--- config.mk ---
export PLATFORM = sky130hd
export DESIGN_NAME = tol_rle_comp
export DESIGN_NICKNAME = d
export VERILOG_FILES = /design/src/rtl/tol_rle_pkg.sv /design/src/rtl/tol_rle_cmp.sv /design/src/rtl/tol_rle_run.sv /design/src/rtl/tol_rle_ctrl.sv /design/src/rtl/tol_rle_comp.sv
export SDC_FILE = /design/constraint.sdc
export NUM_CORES = 1
export LEC_CHECK = 0
export ABC_CLOCK_PERIOD_IN_PS = 2750
export BUFFER_PORTS_ARGS = -buffer_cell sky130_fd_sc_hd__buf_2
export CAP_MARGIN = 10
export CELL_PAD_IN_SITES_DETAIL_PLACEMENT = 0
export CELL_PAD_IN_SITES_GLOBAL_PLACEMENT = 2
export CORE_MARGIN = 2
export CORE_UTILIZATION = 32
export DETAILED_ROUTE_END_ITERATION = 8
export PLACE_DENSITY_LB_ADDON = 0.08
export SLEW_MARGIN = 20
export SYNTH_ARGS = -nofsm -noshare
export SYNTH_HDL_FRONTEND = slang
export SYNTH_SLANG_ARGS = --single-unit
--- constraint.sdc ---
create_clock -name clk_i -period 2.75 [get_ports clk_i]
set_input_delay 0.275 -clock clk_i [delete_from_list [all_inputs] [get_ports clk_i]]
set_output_delay 0.275 -clock clk_i [all_outputs]
set_load 0.005 [all_outputs]
--- src/rtl/tol_rle_pkg.sv ---
package tol_rle_pkg;
  typedef enum logic [2:0] {
    ST_IDLE,
    ST_RD1,
    ST_DAT1,
    ST_RD2,
    ST_DAT2,
    ST_FWD_VAL,
    ST_FWD_CNT
  } state_e;
endpackage

--- src/rtl/tol_rle_cmp.sv ---
module tol_rle_cmp #(
  parameter int DATA_W = 8,
  parameter int TOL    = 1
) (
  input  logic [DATA_W-1:0] a_i,
  input  logic [DATA_W-1:0] b_i,
  output logic              hit_o
);
  logic [DATA_W-1:0] diff;

  // unsigned distance, no wrap at the range ends
  always_comb begin
    if (a_i >= b_i) diff = a_i - b_i;
    else            diff = b_i - a_i;
    hit_o = ({1'b0, diff} <= (DATA_W+1)'(TOL));
  end
endmodule

--- src/rtl/tol_rle_run.sv ---
module tol_rle_run #(
  parameter int DATA_W = 8
) (
  input  logic              clk_i,
  input  logic              rst_ni,
  input  logic [DATA_W-1:0] din_i,
  input  logic              first_i,
  input  logic              cap_i,
  input  logic              merge_i,
  input  logic              restart_i,
  output logic [DATA_W-1:0] ref_o,
  output logic [DATA_W-1:0] cnt_o,
  output logic              cnt_full_o
);
  logic [DATA_W-1:0] ref_q, smp_q, cnt_q;

  always_ff @(posedge clk_i or negedge rst_ni) begin
    if (!rst_ni) begin
      ref_q <= '0;
      smp_q <= '0;
      cnt_q <= '0;
    end else begin
      if (cap_i) smp_q <= din_i;
      if (first_i) begin
        ref_q <= din_i;
        cnt_q <= DATA_W'(1);
      end else if (restart_i) begin
        ref_q <= smp_q;
        cnt_q <= DATA_W'(1);
      end else if (merge_i) begin
        cnt_q <= cnt_q + DATA_W'(1);
      end
    end
  end

  assign ref_o      = ref_q;
  assign cnt_o      = cnt_q;
  assign cnt_full_o = &cnt_q;

  assert_merge_step_R3: assert property (@(posedge clk_i) disable iff (!rst_ni)
    merge_i |=> (cnt_q == $past(cnt_q) + DATA_W'(1)));
  assert_no_merge_full_R5: assert property (@(posedge clk_i) disable iff (!rst_ni)
    merge_i |-> !cnt_full_o);
  assert_restart_R4: assert property (@(posedge clk_i) disable iff (!rst_ni)
    restart_i |=> (cnt_q == DATA_W'(1)) && (ref_q == $past(smp_q)));
endmodule

--- src/rtl/tol_rle_ctrl.sv ---
module tol_rle_ctrl
  import tol_rle_pkg::*;
(
  input  logic   clk_i,
  input  logic   rst_ni,
  input  logic   enable_i,
  input  logic   finish_i,
  input  logic   in_empty_i,
  input  logic   out_full_i,
  input  logic   join_i,
  output state_e state_o,
  output logic   in_rd_o,
  output logic   out_wr_o,
  output logic   sel_cnt_o,
  output logic   first_o,
  output logic   cap_o,
  output logic   merge_o,
  output logic   restart_o
);
  state_e state_q, state_d;
  logic   flush_q, flush_d;

  always_comb begin
    state_d   = state_q;
    flush_d   = flush_q;
    in_rd_o   = 1'b0;
    out_wr_o  = 1'b0;
    sel_cnt_o = 1'b0;
    first_o   = 1'b0;
    cap_o     = 1'b0;
    merge_o   = 1'b0;
    restart_o = 1'b0;
    unique case (state_q)
      ST_IDLE: if (enable_i) state_d = ST_RD1;
      ST_RD1: begin
        if (!in_empty_i) begin
          in_rd_o = 1'b1;
          state_d = ST_DAT1;
        end else if (finish_i) begin
          state_d = ST_IDLE;
        end
      end
      ST_DAT1: begin
        first_o = 1'b1;
        state_d = ST_RD2;
      end
      ST_RD2: begin
        // drain input before honouring finish
        if (!in_empty_i) begin
          in_rd_o = 1'b1;
          state_d = ST_DAT2;
        end else if (finish_i) begin
          flush_d = 1'b1;
          state_d = ST_FWD_VAL;
        end
      end
      ST_DAT2: begin
        cap_o = 1'b1;
        if (join_i) begin
          merge_o = 1'b1;
          state_d = ST_RD2;
        end else begin
          flush_d = 1'b0;
          state_d = ST_FWD_VAL;
        end
      end
      ST_FWD_VAL: begin
        if (!out_full_i) begin
          out_wr_o = 1'b1;
          state_d  = ST_FWD_CNT;
        end
      end
      ST_FWD_CNT: begin
        sel_cnt_o = 1'b1;
        if (!out_full_i) begin
          out_wr_o = 1'b1;
          if (flush_q) begin
            flush_d = 1'b0;
            state_d = ST_IDLE;
          end else begin
            restart_o = 1'b1;
            state_d   = ST_RD2;
          end
        end
      end
      default: state_d = ST_IDLE;
    endcase
  end

  always_ff @(posedge clk_i or negedge rst_ni) begin
    if (!rst_ni) begin
      state_q <= ST_IDLE;
      flush_q <= 1'b0;
    end else begin
      state_q <= state_d;
      flush_q <= flush_d;
    end
  end

  assign state_o = state_q;

  assert_rd_nonempty_R7: assert property (@(posedge clk_i) disable iff (!rst_ni)
    in_rd_o |-> !in_empty_i);
  assert_wr_notfull_R7: assert property (@(posedge clk_i) disable iff (!rst_ni)
    out_wr_o |-> !out_full_i);
  assert_val_then_cnt_R4: assert property (@(posedge clk_i) disable iff (!rst_ni)
    (out_wr_o && !sel_cnt_o) |=> (state_q == ST_FWD_CNT));
  assert_idle_hold_R2: assert property (@(posedge clk_i) disable iff (!rst_ni)
    (state_q == ST_IDLE && !enable_i) |=> (state_q == ST_IDLE) && !in_rd_o && !out_wr_o);
  assert_flush_idle_R6: assert property (@(posedge clk_i) disable iff (!rst_ni)
    (out_wr_o && sel_cnt_o && flush_q) |=> (state_q == ST_IDLE));
endmodule

--- src/rtl/tol_rle_comp.sv ---
module tol_rle_comp
  import tol_rle_pkg::*;
#(
  parameter int DATA_W = 8,
  parameter int TOL    = 1
) (
  input  logic              clk_i,
  input  logic              rst_ni,
  input  logic              enable_i,
  input  logic              finish_i,
  input  logic              in_empty_i,
  input  logic [DATA_W-1:0] in_data_i,
  output logic              in_rd_o,
  input  logic              out_full_i,
  output logic              out_wr_o,
  output logic [DATA_W-1:0] out_data_o
);
  state_e            state;
  logic              sel_cnt, first, cap, merge, restart;
  logic              hit, cnt_full, join_run;
  logic [DATA_W-1:0] ref_val, cnt_val;

  tol_rle_cmp #(.DATA_W(DATA_W), .TOL(TOL)) u_cmp (
    .a_i(ref_val), .b_i(in_data_i), .hit_o(hit)
  );

  assign join_run = hit && !cnt_full;

  tol_rle_run #(.DATA_W(DATA_W)) u_run (
    .clk_i, .rst_ni, .din_i(in_data_i),
    .first_i(first), .cap_i(cap), .merge_i(merge), .restart_i(restart),
    .ref_o(ref_val), .cnt_o(cnt_val), .cnt_full_o(cnt_full)
  );

  tol_rle_ctrl u_ctrl (
    .clk_i, .rst_ni, .enable_i, .finish_i, .in_empty_i, .out_full_i,
    .join_i(join_run), .state_o(state), .in_rd_o, .out_wr_o,
    .sel_cnt_o(sel_cnt), .first_o(first), .cap_o(cap),
    .merge_o(merge), .restart_o(restart)
  );

  assign out_data_o = sel_cnt ? cnt_val : ref_val;

  // a count byte is never zero
  assert_cnt_nonzero_R4: assert property (@(posedge clk_i) disable iff (!rst_ni)
    (out_wr_o && state == ST_FWD_CNT) |-> (out_data_o != '0));
endmodule

# [Word-level counts from Yosys, hierarchy flattened]
# Index checks and enable logic that the tools add are counted.
[classes] mux=34 order_cmp=2 eq_ne=14 reduce_logical=11 n_addsub=3
[ops] cell="$mux 8" count=7
[ops] cell="$mux 3" count=8
[ops] cell="$pmux 3 s7" count=1
[ops] cell="$mux 1" count=16
[ops] cell="$sub 8x8->8" count=2
[ops] cell="$ne 2x2->1 const B" count=6
[ops] cell="$reduce_and 5->1" count=2
[ops] cell="$eq 3x3->1 const B" count=3
[ops] cell="$add 8x1->8 const B" count=1
[ops] cell="$ge 8x8->1" count=1
[ops] cell="$le 8x1->1 const B" count=1
[ops] cell="$reduce_and 8->1" count=1
[ops] cell="$eq 3x2->1 const B" count=2
[ops] cell="$ne 3x3->1 const B" count=2
[ops] cell="$reduce_bool 3->1" count=2
[ops] cell="$reduce_or 2->1" count=2
[ops] cell="$eq 3x1->1 const B" count=1
[ops] cell="$logic_not 3->1" count=1
[ops] cell="$pmux 1 s3" count=1
[ops] cell="$mux 2" count=1
[ops] cell="$reduce_bool 2->1" count=1
[ops] cell="$logic_and 1x1->1" count=1
[ops] cell="$logic_not 1->1" count=1
[word_totals] regBits=28 word_cells=69 out_inout_bits=10 input_bits=14

# [Depth between registers and ports, before layout]
[depth] word_depth=9 ltp_mapped=13 mapped_depth_nobuf=13

# [Cells and area by module]
# Synthesis repeated with hierarchy kept, for this count alone.
[unflattened] cells_unflattened=262 area_unflattened_um2=2419.8
[by_module_without_submodules] mod="tol_rle_run" area_each_um2=1064.8 seq_area_each_um2=600.6 n_inst=1 cells_per_inst=93
[by_module_without_submodules] mod="tol_rle_cmp" area_each_um2=819.5 seq_area_each_um2=0.0 n_inst=1 cells_per_inst=111
[by_module_without_submodules] mod="tol_rle_ctrl" area_each_um2=397.9 seq_area_each_um2=100.1 n_inst=1 cells_per_inst=48
[by_module_without_submodules] mod="tol_rle_comp" area_each_um2=137.6 seq_area_each_um2=0.0 n_inst=1 cells_per_inst=10

# [Least setup slack after synthesis]
# OpenSTA, ideal clock, no wires.
[synth_path] kind="register to register" from="register u_run.ref_q[0], in the netlist u_run.ref_o[0]" to="register u_run.cnt_q[2], in the netlist u_run.cnt_o[2]" required_ps=2673 arrival_time_ps=2774 path_buffers=0 setup_time_ps=77 slack_ps=-102 synth_period_minus_slack_ps=2852 path_stages_with_launch=14 cell_sequence="dfrtp_1 > inv_1 > ha_1 > inv_1 > fa_1 > xor2_1 > a2111oi_2 > o211ai_1 > nor4_2 > o21ai_1 > o221ai_2 > nand3_2 > or3b_1 > a21oi_1"
[synth_via] elab_chain_len=7 elab_cells_between_ends=9 classes_between="2 x add/sub; 2 x order compare; 3 x mux; 2 x reduce/logical"
[synth_lines] item="start, declared" line_no="tol_rle_run.sv:15" rtl="logic [DATA_W-1:0] ref_q, smp_q, cnt_q;"
[synth_lines] item="start signal, assigned" line_no="tol_rle_run.sv:25" rtl="ref_q <= din_i;"
[synth_lines] item="start signal, assigned" line_no="tol_rle_run.sv:28" rtl="ref_q <= smp_q;"
[synth_lines] item="$sub 8x8->8 (tied with other cells)" line_no="tol_rle_cmp.sv:14" rtl="else diff = b_i - a_i;"
[synth_lines] item="$mux 8 (*)" line_no="tol_rle_cmp.sv:13" rtl="if (a_i >= b_i) diff = a_i - b_i;"
[synth_lines] item="$le 8x1->1 (*)" line_no="tol_rle_cmp.sv:15" rtl="hit_o = ({1'b0, diff} <= (DATA_W+1)'(TOL));"
[synth_lines] item="$logic_and 1x1->1 (*)" line_no="tol_rle_comp.sv:27" rtl="assign join_run = hit && !cnt_full;"
[synth_lines] item="$mux 1 (*)" line_no="tol_rle_ctrl.sv:59" rtl="if (join_i) begin"
[synth_lines] item="$mux 1 (*)" line_no="tol_rle_ctrl.sv:33" rtl="unique case (state_q)"
[synth_lines] item="$reduce_bool 3->1 (no source line) (*)"
[synth_lines] item="end signal, assigned" line_no="tol_rle_run.sv:31" rtl="cnt_q <= cnt_q + DATA_W'(1);"
[synth_lines] item="end, declared" line_no="tol_rle_run.sv:15"
# Mark *: on every way between the ends. The rest lies on a longest branch, timed or not.
# A chain may end at the register's enable or synchronous reset.

# [Final worst setup path]
[layout_path] from="register u_run.ref_q[0], in the netlist u_run.ref_o[0]" to="register u_run.cnt_q[4], in the netlist u_run.cnt_o[4]"
# The elaborated chain is that of the path after synthesis.

==> impl_results.md <==
* Fin Clk Skew at approximately 0.012 ns
* Worst Slack Setup Final at -0.172 ns
* Final period utilization at 1.06
* Wire per inst at 14.1 um
* Layout cells sized above 1 at 0.298
* CP max-delay cell: dfrtp_1
* Clk_lat worst skew at 0.28 ns
* Number of global-route vias before repair at 1,970
* Syn Nets at 304
* Family with the most delay on the worst path: compound AO/OA/AOI/OAI gates
* Failing checks: setup timing
* Num CTS Buffers at 3
* Synth top area share at 0.306
* Mapped Cells at 272
* Async SR Flop Fraction at 1.00
* Worst Hold Class: in -> async
* Clock sink total at 28
* Crit-path cells: inv_1 > ha_2 > inv_2 > fa_2 > xor2_2 > a2111oi_2 > o211ai_1 > nor4_2 > o21ai_1 > o221ai_2 > nand3_2 > or3b_1 > a21oi_1
* Synth top area cells: dfrtp_1, ha_1, o21ai_0
* Count of cell types in the netlist at 53
* Synth Flop Type: dfrtp_1
* Via count at 2,075
* Vias per cell at 4.88
* DP HPWL at 4.77 mm
* Commonest cells in the synthesized netlist: o21ai_0, nand2_1, dfrtp_1, inv_1, nor2_1
* Detailed Route Iter0 Violations at 71
* Router iterations before antenna repair at 4
* Root buffer cell: clkbuf_8
* Drt drc at 0
* Rel. slew slack at 0.543
* Worst-Margin Slew at 0.686 ns
* Die ar. at 7850 um2
* Yosys top cell by area: dfrtp_1
* Most instantiated library cell after synthesis: o21ai_0
* YS warnings at 0
* Worst r2r dst: u_run.cnt_o[4]$_DFFE_PN0P_
* Die height at just under 90 um
* Worst Path Buf+Inv at 2
* Hold_ws at 0.0148 ns
* Crit path DAT at 3.13 ns
* Inserted Diodes at 0
* Pleak at 1.34 nW
* Worst R2R Start: u_run.ref_o[0]$_DFFE_PN0P_
* Power density cells at roughly 950 nW/um2
* Die width at 88.6 um
* IO Count at 24
* Routability congestion estimate at 0.866
* Synthesis-to-layout area growth at 24.8%
* Setup violators final at 10
* Drt total wl at 6.00 mm
* R2R depth at 13
* Status: complete, but fails checks
* GRT Overall Usage at 0.167
* Maximum number of pins on one net before global-route repair at 29
* Crit. path cell count at 13
* Grt ovf at 0
* Endpoint class of the critical path: flop
* Final Max Slew Viols at 0
* Final std cells w/o fill at around 430
* Placement Rows at 30
* Placed cell count at 421
* Register bit total from synthesis at 28
* Critical Path Source: u_run.ref_o[0]$_DFFE_PN0P_
* CTS max path bufs at 2
* Core area at 6870 um2
* Fill count at between 700 and 800
* Final layout net count at 362
* Critical path type: reg -> reg
* CTS hold repair buffers at 0
* Final core occ at 0.416
* Overall power at 2.71 mW
* Syn_area_per_cell at 8.42 um2
* Initial antenna violation count at 0
* H-tree depth at 1
* R2R setup slack at -0.17 ns
* Worst Setup EP: u_run.cnt_o[4]$_DFFE_PN0P_
* Seq/Total Area, Yosys at 0.306
* Initial Utilization at 0.333
* First-pass GRT wire length at between 9 and 10 mm
* Min Tclk post-route at a little under 3 ns
* Max frequency at 342 MHz
* Max stage delay on crit path at 0.41 ns
* # Post-CTS Setup Buffers at 0
* Hold violation count in the final report at 0
* RSZ-0062 raised after global routing: true
* Port Buffers at 23
* Data required, critical path at approximately 3.0 ns
* Max-Cap Viols at 0
* Routed Antenna Nets at 0
* Worst Path Max Fanout at 3
* Post-Synthesis Cell Area at 2290 um2
* VDD IR max at 0.000302 V
* CP startpoint kind: flop
* TritonCTS clock tree: yes
* Number of synthesized flops with an enable pin at 0
* Reg clk slew, reported paths at roughly 0.11 ns
## per-layer routing
layer / up-vias / GRT usage / share of wire
met1: 974 / 0.237 / 0.50
met5: - / 0 / 0
li1: 1070 / - / -
met4: 0 / 0.0248 / 0.0057
met2: 27 / 0.273 / 0.47
met3: 4 / 0.0261 / 0.027
## power by group
group / switching [mW] / total (mW) / internal (mW)
sequential: 0.151 / 0.716 / 0.565
clock: 0.139 / 0.268 / 0.129
combinational: 0.906 / 1.72 / 0.815
total: 1.20 / 2.71 / 1.51
## through the flow
stage | setup TNS [ns] | setup slack, ns | area [um2]
global placement | -2.02 | -0.278 | 2770
detailed placement | -2.36 | -0.310 | 2770
finish | -0.926 | -0.172 | 2860
floorplan | -0.0896 | -0.0379 | 2290
CTS | -1.15 | -0.177 | 2840
global route | -3.16 | -0.388 | 2860
## sequential cells by signal, indices dropped and copies added, names as in the netlist
signal,count
u_ctrl.flush_q,1
u_run.smp_q,8
u_run.cnt_o,8
u_ctrl.state_o,3
u_run.ref_o,8
## worst min-delay path by stage
stage | from | end | slack, ns | depth (start not counted)
finish | rst_ni | u_run.smp_q[5]$_DFFE_PN0P_ | 0.01 | 1
global route | rst_ni | u_run.smp_q[5]$_DFFE_PN0P_ | 0.05 | 1
CTS | rst_ni | u_run.smp_q[5]$_DFFE_PN0P_ | 0.04 | 1
detailed placement | rst_ni | u_run.smp_q[5]$_DFFE_PN0P_ | 0.37 | 1
global placement | rst_ni | u_run.smp_q[5]$_DFFE_PN0P_ | 0.37 | 1
floorplan | rst_ni | u_ctrl.flush_q$_DFFE_PN0P_ | -0.02 | 0
## cells by family (layout without fill, tap and decap cells)
| group | after synthesis | in the layout | synth area share |
|---|---|---|---|
| xor gates and xnor gates | 5 | 5 | 0.0191 |
| muxes | 18 | 18 | 0.0831 |
| adders and majority gates | 18 | 18 | 0.105 |
| AOI/OAI and AO/OA | 71 | 71 | 0.192 |
| and+or+nand+nor | 94 | 94 | 0.215 |
| buffers and inverters | 38 | 95 | 0.0798 |
| DFF | 28 | 28 | 0.306 |
## cell usage in the layout (no fill, tap or decap), types with 2 or more instances in the layout
cell,n
fa_2,2
o21ai_0,28
clkbuf_8,4
or3_1,3
or2_2,3
nor2b_1,2
buf_4,43
o21a_1,2
a311oi_1,2
nor4b_1,2
ha_1,15
or3b_1,2
xor2_1,3
nand2b_1,4
mux2_2,8
a21oi_1,16
nor3_1,4
mux2i_1,10
o21ai_1,4
dfrtp_1,28
nor3b_1,3
nand3_1,6
nand4_1,4
buf_2,23
nand2_1,30
and3_1,3
inv_1,23
nor2_1,18
a211oi_1,5
## worst reg2reg max path: cells and delay by family, from the launching register on
| kind | cells | cell delay (ns) |
|---|---|---|
| AOI/OAI and AO/OA | 5 | 0.86 |
| xor gates and xnor gates | 1 | 0.17 |
| adders and majority gates | 2 | 0.58 |
| buffers and inverters | 2 | 0.11 |
| DFF | 1 | 0.41 |
| and+or+nand+nor | 3 | 0.72 |
## layout make-up
type                       count  area (um2)  area share
inverter                      24        90.1      0.0315
timing repair buffer          67         449       0.157
sequential                    28         701       0.245
clock buffer                   4        55.1      0.0193
tap                           96         120      0.0420
multi-input combinational    206        1440       0.505
## repair_timing
item	CTS	global route
pin swaps	5	4
setup endpoints to repair	11	11
gates resized for setup	6	6
No activity file was read; power rests on OpenSTA's default activity.
